===== config.mk =====
export PLATFORM = sky130hd
export DESIGN_NAME = tdm_fir_top
export DESIGN_NICKNAME = d
export VERILOG_FILES = /design/src/rtl/tdm_fir_pkg.sv /design/src/rtl/tdm_fir_delay.sv /design/src/rtl/tdm_fir_coef_rom.sv /design/src/rtl/tdm_fir_mac.sv /design/src/rtl/tdm_fir_top.sv
export SDC_FILE = /design/constraint.sdc
export NUM_CORES = 2
export LEC_CHECK = 0
export BUFFER_PORTS_ARGS = -buffer_cell sky130_fd_sc_hd__clkbuf_2
export CAP_MARGIN = 5
export CORE_MARGIN = 2
export CORE_UTILIZATION = 55
export DETAILED_ROUTE_END_ITERATION = 10
export PLACE_DENSITY = 0.74
export SLEW_MARGIN = 20
export SYNTH_ARGS = -nofsm -noshare
export SYNTH_HDL_FRONTEND = slang
export SYNTH_SLANG_ARGS = --single-unit

===== constraint.sdc =====
create_clock -name clk -period 16.1 [get_ports clk]
set_input_delay 0.805 -clock clk [delete_from_list [all_inputs] [get_ports clk]]
set_output_delay 0.805 -clock clk [all_outputs]
set_load 0.005 [all_outputs]

===== src/rtl/tdm_fir_pkg.sv =====
package tdm_fir_pkg;

  localparam int DATA_W = 18;
  localparam int COEF_W = 18;
  localparam int LANES  = 4;
  localparam int PROD_W = DATA_W + COEF_W;

  typedef enum logic {PH_ODD = 1'b0, PH_EVEN = 1'b1} phase_e;

  // Fixed tap weights, indexed by tap number
  function automatic logic signed [COEF_W-1:0] tap_coef(input int k);
    logic signed [COEF_W-1:0] c;
    case (k)
      0: c = 18'sd1234;
      1: c = -18'sd2345;
      2: c = 18'sd31000;
      3: c = -18'sd131072;
      4: c = 18'sd131071;
      5: c = -18'sd7;
      6: c = 18'sd500;
      7: c = -18'sd60000;
      default: c = '0;
    endcase
    return c;
  endfunction

  // Full-precision signed product of one lane
  function automatic logic signed [PROD_W-1:0] lane_product(
    input logic signed [DATA_W-1:0] a,
    input logic signed [COEF_W-1:0] c
  );
    return PROD_W'(a) * PROD_W'(c);
  endfunction

endpackage


===== src/rtl/tdm_fir_delay.sv =====
module tdm_fir_delay #(
  parameter int DATA_W = tdm_fir_pkg::DATA_W,
  parameter int DEPTH  = 7
) (
  input  logic                          clk,
  input  logic                          rst,
  input  logic                          shift_en,
  input  logic [DATA_W-1:0]             din,
  output logic [DEPTH-1:0][DATA_W-1:0]  taps
);

  logic [DEPTH-1:0][DATA_W-1:0] hist_q;

  always_ff @(posedge clk) begin
    if (rst) begin
      hist_q <= '0;
    end else if (shift_en) begin
      hist_q[0] <= din;
      for (int i = 1; i < DEPTH; i++) hist_q[i] <= hist_q[i-1];
    end
  end

  assign taps = hist_q;


  hist_hold_chk: assert property (@(posedge clk) disable iff (rst)
    !shift_en |=> $stable(hist_q));


  hist_step_chk: assert property (@(posedge clk) disable iff (rst)
    shift_en |=> hist_q[0] == $past(din));

endmodule


===== src/rtl/tdm_fir_coef_rom.sv =====
module tdm_fir_coef_rom
  import tdm_fir_pkg::*;
#(
  parameter int LANES = tdm_fir_pkg::LANES
) (
  input  phase_e                          phase,
  output logic [LANES-1:0][COEF_W-1:0]    coefs
);

  // Odd phase: entry of odd taps; even phase: entry of even taps
  for (genvar i = 0; i < LANES; i++) begin : g_lane
    localparam int EVEN_TAP = 2 * i;
    localparam int ODD_TAP  = 2 * i + 1;
    assign coefs[i] = (phase == PH_EVEN) ? tap_coef(EVEN_TAP) : tap_coef(ODD_TAP);
  end

endmodule


===== src/rtl/tdm_fir_mac.sv =====
module tdm_fir_mac
  import tdm_fir_pkg::*;
#(
  parameter int LANES = tdm_fir_pkg::LANES,
  localparam int SUM_W = PROD_W + $clog2(LANES)
) (
  input  logic [LANES-1:0][DATA_W-1:0]  data,
  input  logic [LANES-1:0][COEF_W-1:0]  coefs,
  output logic signed [SUM_W-1:0]       sum
);

  logic [LANES-1:0][PROD_W-1:0] prod;

  for (genvar i = 0; i < LANES; i++) begin : g_mul
    assign prod[i] = lane_product($signed(data[i]), $signed(coefs[i]));
  end

  always_comb begin
    sum = '0;
    for (int i = 0; i < LANES; i++)
      sum = sum + {{(SUM_W-PROD_W){prod[i][PROD_W-1]}}, prod[i]};
  end

endmodule


===== src/rtl/tdm_fir_top.sv =====
module tdm_fir_top
  import tdm_fir_pkg::*;
#(
  parameter int LANES = tdm_fir_pkg::LANES,
  localparam int TAPS  = 2 * LANES,
  localparam int DEPTH = TAPS - 1,
  localparam int SUM_W = PROD_W + $clog2(LANES),
  localparam int ACC_W = PROD_W + $clog2(TAPS)
) (
  input  logic                     clk,
  input  logic                     rst,
  input  logic                     in_valid,
  input  logic [DATA_W-1:0]        din,
  output logic                     out_valid,
  output logic [ACC_W-1:0]         y
);

  logic even_phase_q;
  phase_e phase;
  logic [DEPTH-1:0][DATA_W-1:0] taps;
  logic [LANES-1:0][DATA_W-1:0] lane_data;
  logic [LANES-1:0][COEF_W-1:0] lane_coefs;
  logic signed [SUM_W-1:0] lane_sum;
  logic signed [SUM_W-1:0] partial_q;
  logic [ACC_W-1:0] y_q;
  logic out_valid_q;

  // Named internal events
  logic odd_event;
  logic even_event;
  assign odd_event  = in_valid;
  assign even_event = even_phase_q;

  assign phase = even_phase_q ? PH_EVEN : PH_ODD;

  tdm_fir_delay #(.DATA_W(DATA_W), .DEPTH(DEPTH)) u_delay (
    .clk(clk), .rst(rst), .shift_en(in_valid), .din(din), .taps(taps)
  );

  // Both phases read the same even-indexed stored slots:
  // before the shift they are x(n-1),x(n-3)..; after it x(n),x(n-2)..
  for (genvar i = 0; i < LANES; i++) begin : g_pick
    assign lane_data[i] = taps[2*i];
  end

  tdm_fir_coef_rom #(.LANES(LANES)) u_rom (
    .phase(phase), .coefs(lane_coefs)
  );

  tdm_fir_mac #(.LANES(LANES)) u_mac (
    .data(lane_data), .coefs(lane_coefs), .sum(lane_sum)
  );

  always_ff @(posedge clk) begin
    if (rst) begin
      even_phase_q <= 1'b0;
      partial_q    <= '0;
      y_q          <= '0;
      out_valid_q  <= 1'b0;
    end else begin
      even_phase_q <= odd_event;
      out_valid_q  <= even_event;
      if (odd_event) partial_q <= lane_sum;
      if (even_event)
        y_q <= {{(ACC_W-SUM_W){partial_q[SUM_W-1]}}, partial_q}
             + {{(ACC_W-SUM_W){lane_sum[SUM_W-1]}}, lane_sum};
    end
  end

  assign out_valid = out_valid_q;
  assign y         = y_q;

  // input assumption: strobe spacing
  strobe_spacing_chk: assert property (@(posedge clk) disable iff (rst)
    in_valid |=> !in_valid);


  rst_clear_chk: assert property (@(posedge clk)
    rst |=> (!out_valid && y == '0 && partial_q == '0));


  ov_after_sample_chk: assert property (@(posedge clk) disable iff (rst)
    out_valid |-> $past(in_valid, 2));


  ov_single_chk: assert property (@(posedge clk) disable iff (rst)
    out_valid |=> !out_valid);


  no_odd_output_chk: assert property (@(posedge clk) disable iff (rst)
    in_valid |=> !out_valid);


  partial_hold_chk: assert property (@(posedge clk) disable iff (rst)
    !in_valid |=> $stable(partial_q));


  y_hold_chk: assert property (@(posedge clk) disable iff (rst)
    !out_valid |-> $stable(y));

endmodule


### Word level (Yosys, flattened, before mapping)

Cells that the tools add are included.

| cells by class | value |
|---|---|
| div/mod/pow operators | 0 |
| shifts and indexed selects | 0 |
| reduce and logical (&&, ||, !) cells | 0 |
| multiplexer cells | 5 |
| multipliers | 4 |
| bitwise logic cells | 0 |
| eq/ne operators | 0 |
| add/sub/neg operators | 4 |
| magnitude comparators | 0 |

Operators with widths:

| kind | number |
|---|---|
| 18-bit by 18-bit multiplier with 36-bit output | 4 |
| 38-bit adder | 2 |
| 18-bit 2-to-1 mux | 4 |
| 38-bit by 38-bit adder with 39-bit output | 1 |
| 36-bit by 36-bit adder with 37-bit output | 1 |
| 1-bit 2-to-1 mux | 1 |

| storage, ports and cells | value |
|---|---|
| word-level logic and storage cells | 24 |
| bits in latches | 0 |
| bits in read-only memories | 0 |
| bits in writable memories | 0 |
| output and inout port bits | 40 |
| input port bits | 21 |
| register bits after elaboration | 205 |
| memories | 0 |

### Longest topological paths before layout

| logic depth | value |
|---|---|
| depth after elaboration | 7 |
| depth in mapped cells | 53 |

### By module

From an unflattened synthesis, not the netlist that was laid out.

| unflattened totals | value |
|---|---|
| cell total of the unflattened synthesis | 6382 |
| area total of the unflattened synthesis | 59467.0 um^2 |

By module, submodules not included:

| module | cells an instance | sequential area each (um^2) | area each (um^2) | instances |
|---|---|---|---|---|
| tdm_fir_mac | 5269 | 0.0 | 49311.0 | 1 |
| tdm_fir_top | 633 | 1581.5 | 5156.2 | 1 |
| tdm_fir_delay | 406 | 2522.4 | 4455.5 | 1 |
| tdm_fir_coef_rom | 74 | 0.0 | 544.3 | 1 |

### Worst setup path after synthesis

OpenSTA, ideal clock, no wires.

| timing | value |
|---|---|
| path type | register to register |
| start point | reg even_phase_q, in the netlist even_event |
| end point | reg y_q[36], in the netlist y[36] |
| slack | 4.101 ns |
| stages on the path, launching flop included | 47 |
| clock period less this slack | 11.999 ns |
| setup time | 0.122 ns |
| required time | 15.978 ns |
| arrival time | 11.877 ns |
| path through | dfxtp_1 clkbuf_1 inv_2 clkbuf_1 clkbuf_1 nand2_1 inv_1 fa_1 ha_1 inv_1 fa_1 fa_1 fa_1 fa_1 fa_1 fa_1 inv_1 ha_1 [11 not listed] and3_1 a2bb2oi_1 a21oi_1 nand2_1 a21oi_1 o21bai_1 a21oi_1 xnor2_1 ha_1 a21o_1 a21o_1 a21o_1 a21o_1 a211o_1 o221a_2 o31a_1 mux2_1 a311o_1 |

| on the way | value |
|---|---|
| word-level cells in the longest chain between the ends | 7 |
| elaborated cells between the ends (all ways) | 13 |
| those cells by class | 4 x add/sub; 4 x mul; 5 x mux |

Ends and longest elaborated chain:

| element | RTL line | RTL |
|---|---|---|
| start: declaration | tdm_fir_top.sv:18 | `logic even_phase_q;` |
| start signal: assignment | tdm_fir_top.sv:61 | `even_phase_q <= odd_event;` |
| 1-bit 2-to-1 mux (*) | tdm_fir_top.sv:34 | `assign phase = even_phase_q ? PH_EVEN : PH_ODD;` |
| 18-bit 2-to-1 mux | tdm_fir_coef_rom.sv:14 | `assign coefs[i] = (phase == PH_EVEN) ? tap_coef(EVEN_TAP) : tap_coef(ODD_TAP);` |
| 18-bit by 18-bit multiplier with 36-bit output | tdm_fir_pkg.sv:32 | `return PROD_W'(a) * PROD_W'(c);` |
| 36-bit by 36-bit adder with 37-bit output | tdm_fir_mac.sv:21 | `sum = sum + {{(SUM_W-PROD_W){prod[i][PROD_W-1]}}, prod[i]};` |
| 38-bit adder | tdm_fir_mac.sv:21 |  |
| 38-bit adder (*) | tdm_fir_mac.sv:21 |  |
| via lane_sum[29] | tdm_fir_top.sv:23 | `logic signed [SUM_W-1:0] lane_sum;` |
| 38-bit by 38-bit adder with 39-bit output (*) | tdm_fir_top.sv:66 | `+ {{(ACC_W-SUM_W){lane_sum[SUM_W-1]}}, lane_sum};` |
| end signal: assignment | tdm_fir_top.sv:65 | `y_q <= {{(ACC_W-SUM_W){partial_q[SUM_W-1]}}, partial_q}` |
| end: declaration | tdm_fir_top.sv:25 | `logic [ACC_W-1:0] y_q;` |

The timed path passes the listed nets; every way through them passes the cells marked *.
A chain may end at the register's enable or synchronous reset.

### Final worst setup path

| timing | value |
|---|---|
| start point | reg u_delay.hist_q (netlist bit u_delay.taps[0]) |
| end point | reg y_q[36], in the netlist y[36] |

| on the way | value |
|---|---|
| word-level cells in the longest chain between the ends | 5 |

Ends and longest elaborated chain:

| element | RTL line | RTL |
|---|---|---|
| start: declaration | tdm_fir_delay.sv:12 | `logic [DEPTH-1:0][DATA_W-1:0] hist_q;` |
| 18-bit by 18-bit multiplier with 36-bit output | tdm_fir_pkg.sv:32 |  |
| 36-bit by 36-bit adder with 37-bit output | tdm_fir_mac.sv:21 |  |
| 38-bit adder (2 in a row) | tdm_fir_mac.sv:21 |  |
| via lane_sum[29] | tdm_fir_top.sv:23 |  |
| 38-bit by 38-bit adder with 39-bit output | tdm_fir_top.sv:66 |  |

The timed path passes the listed nets, and every way through them passes these cells.

==> reports/metrics.yaml <==
outcome: "completed"
core_area_um2: 78700
layout_commonest_cell: "inv_1"
cts_sinks: 205
use_met3_pct: 4.01
clock_latency_ns: 0.58
grt_start_max_net_pins: 142
overflow: 0
place.gp.congestion: 0.961
synth-main-ff-cell: "dfxtp_1"
grt_util_all_layers_pct: 27.0
maxCapViolCount: 0
critPathRequiredTime_ns: 16.57
worst_pin_slew_ns: 1.05
post-route-drc-count: 0
num_rows: 103
diodes: 0
syn_area_um2: 43600
worstPathMaxFanout: 11
cp-start-kind: "flip-flop"
cpPeakStageDelay_ns: 0.84
worstSetupPathType: "reg -> reg"
syn_to_final_growth_pct: 5.29
final_cell_mix: "inv_1 (1218), fa_1 (805), ha_1 (583)"
final_net_count: 6072
path_buf_inv: 4
io_buffer_count: 60
cpMaxStageDelayCell: "nor2b_1"
ys_ff_latch: 205
crit_path_end_kind: "flip-flop"
whs_path_depth: 3
relSlewSlack_pct: 29.9
antenna_found_initial: 0
ant_nets: 0
cts-htree-levels: 1
finalHoldViolCount: 0
io_pins: 61
rr_endpoint: "y[36]"
cpMostUsedCell: "fa_1"
grt_util_met2_pct: 42.4
grt_pass1_vias: 32100
cts_made_buffers: 26
tritoncts: "built"
cts_setup_buffers: 0
reg2reg_depth: 46
rsz0062_at_grt: "no"
worstHoldStart: "din[9]"
n_fill_cell: 6744
drv_slew: 0
final.period_utilization_pct: 80.8
cts.clk_slew.worst_paths_ns: 0.06
cts_resized: 0
globalRoute.busiestLayer: "met2"
setup_viol: 0
initial_core_util_pct: 55.4
cp_top_family: "adder cells"
r2r_start: "u_delay.taps[0]"
post-dp-hpwl_um: 90100
async_flop_share_pct: 0
ys_seq_area_share_pct: 9.40
syn_area_per_cell_um2: 9.36
routed_wl_um: 106000
rrSetupSlack_ns: 3.09
drive_gt1_share_pct: 3.78
cp.arrival_ns: 13.48
min_path_type: "in -> reg"
dr.pass1.iters: 5
hold_path_end: "u_delay.taps[9]"
cts_hold_buf: 0
min_period_ns: 13.01
die_area_um2: 81600
finClkSkew_ns: 0.0181
grt_pass1_wl_um: 172000
use_met1_pct: 37.5
root_buffer: "clkbuf_16"
viasPerCell: 5.36
cts_max_path_buffers: 3
max_freq_mhz: 76.9
wl_per_cell_um: 18.4
synth-edff-count: 0
syn_inst: 4664
yosysWarnings: 0
tns_ns: 0
num_vias: 30700
synth_cell_types: 86
die_w_um: 286
drt_iter0_drc: 2183
dieHeight_um: 286
==> how the worst max path moves through the flow <==
stage / from / end / slack, ns / depth (start not counted)
4_1_cts: u_delay.taps[0] / y[36] / 3.21 / 46
3_3_place_gp: even_event / y[36] / 3.48 / 42
5_1_grt: even_event / y[36] / 2.49 / 42
2_1_floorplan: even_event / y[36] / 4.10 / 46
3_5_place_dp: u_delay.taps[0] / y[36] / 3.25 / 46
6_report: u_delay.taps[0] / y[36] / 3.09 / 46
==> state kept, by name, indices dropped and copies added (netlist names) <==
name          count
out_valid         1
u_delay.taps    126
y                39
partial_q        38
even_event        1
==> worst min-delay path, cell delays in order <==
cell and delay, ns:
clkbuf_2 0.07, mux2i_1 0.05, nor2_1 0.07
==> Yosys cell counts (all sizes together) (25+ instances only) <==
master / count / area, µm²
inv: 1220 / 4580
fa: 805 / 16100
ha: 583 / 7290
nor2: 340 / 1280
dfxtp: 205 / 4100
mux2i: 175 / 1750
xnor2: 152 / 1330
nand2: 144 / 541
a21oi: 142 / 718
a21o: 100 / 751
clkbuf: 85 / 319
o21ai: 82 / 414
xor2: 59 / 517
and2: 57 / 357
and3: 39 / 244
nor3: 38 / 190
buf: 37 / 156
nand3: 34 / 170
nand2b: 32 / 200
a211oi: 27 / 208
nor2b: 25 / 156
==> metal layers <==
| layer | vias to the layer above | share of wire (%) |
|---|---|---|
| met4 | 0 | 4.7 |
| met2 | 908 | 45 |
| met5 | - | 0 |
| met1 | 15100 | 44 |
| li1 | 14500 | - |
| met3 | 196 | 6.4 |
==> cell type report <==
class	count	area, µm²	share of cell area [%]
Multi-Input combinational cell	3132	34500	75.2
Inverter	1221	4590	9.98
Tap cell	1050	1310	2.86
Sequential cell	205	4110	8.94
Clock buffer	29	692	1.51
Timing Repair Buffer	77	447	0.972
Clock inverter	18	263	0.572
==> kinds of logic (layout without fill, tap and decap cells) <==
family | after synthesis | after routing | share of synthesized area (%)
adder cells (fa/ha/maj) | 1391 | 1391 | 53.7
AO/OA/AOI/OAI | 531 | 531 | 8.25
AND/OR/NAND/NOR | 801 | 801 | 8.66
multiplexers | 180 | 180 | 4.14
other | 2 | 18 | 0.0172
XOR/XNOR | 211 | 211 | 4.23
buffers and inverters | 1343 | 1345 | 11.6
flip-flops | 205 | 205 | 9.40
==> stage by stage <==
stage          worst slack [ns]  utilization, %  instances  hold slack (ns)  cell area, µm²
2_1_floorplan              4.10               -       4680            0.455           43700
3_3_place_gp               3.48            57.1       5685            0.462           45000
3_5_place_dp               3.25            57.1       5685            0.456           45000
4_1_cts                    3.21            58.4       5732            0.428           46000
5_1_grt                    2.49            58.4       5732            0.468           46000
6_report                   3.09            58.4       5732            0.451           46000
Power is not shown: default switching activity piles up to over one toggle a cycle in this logic, so the estimate is an artifact.
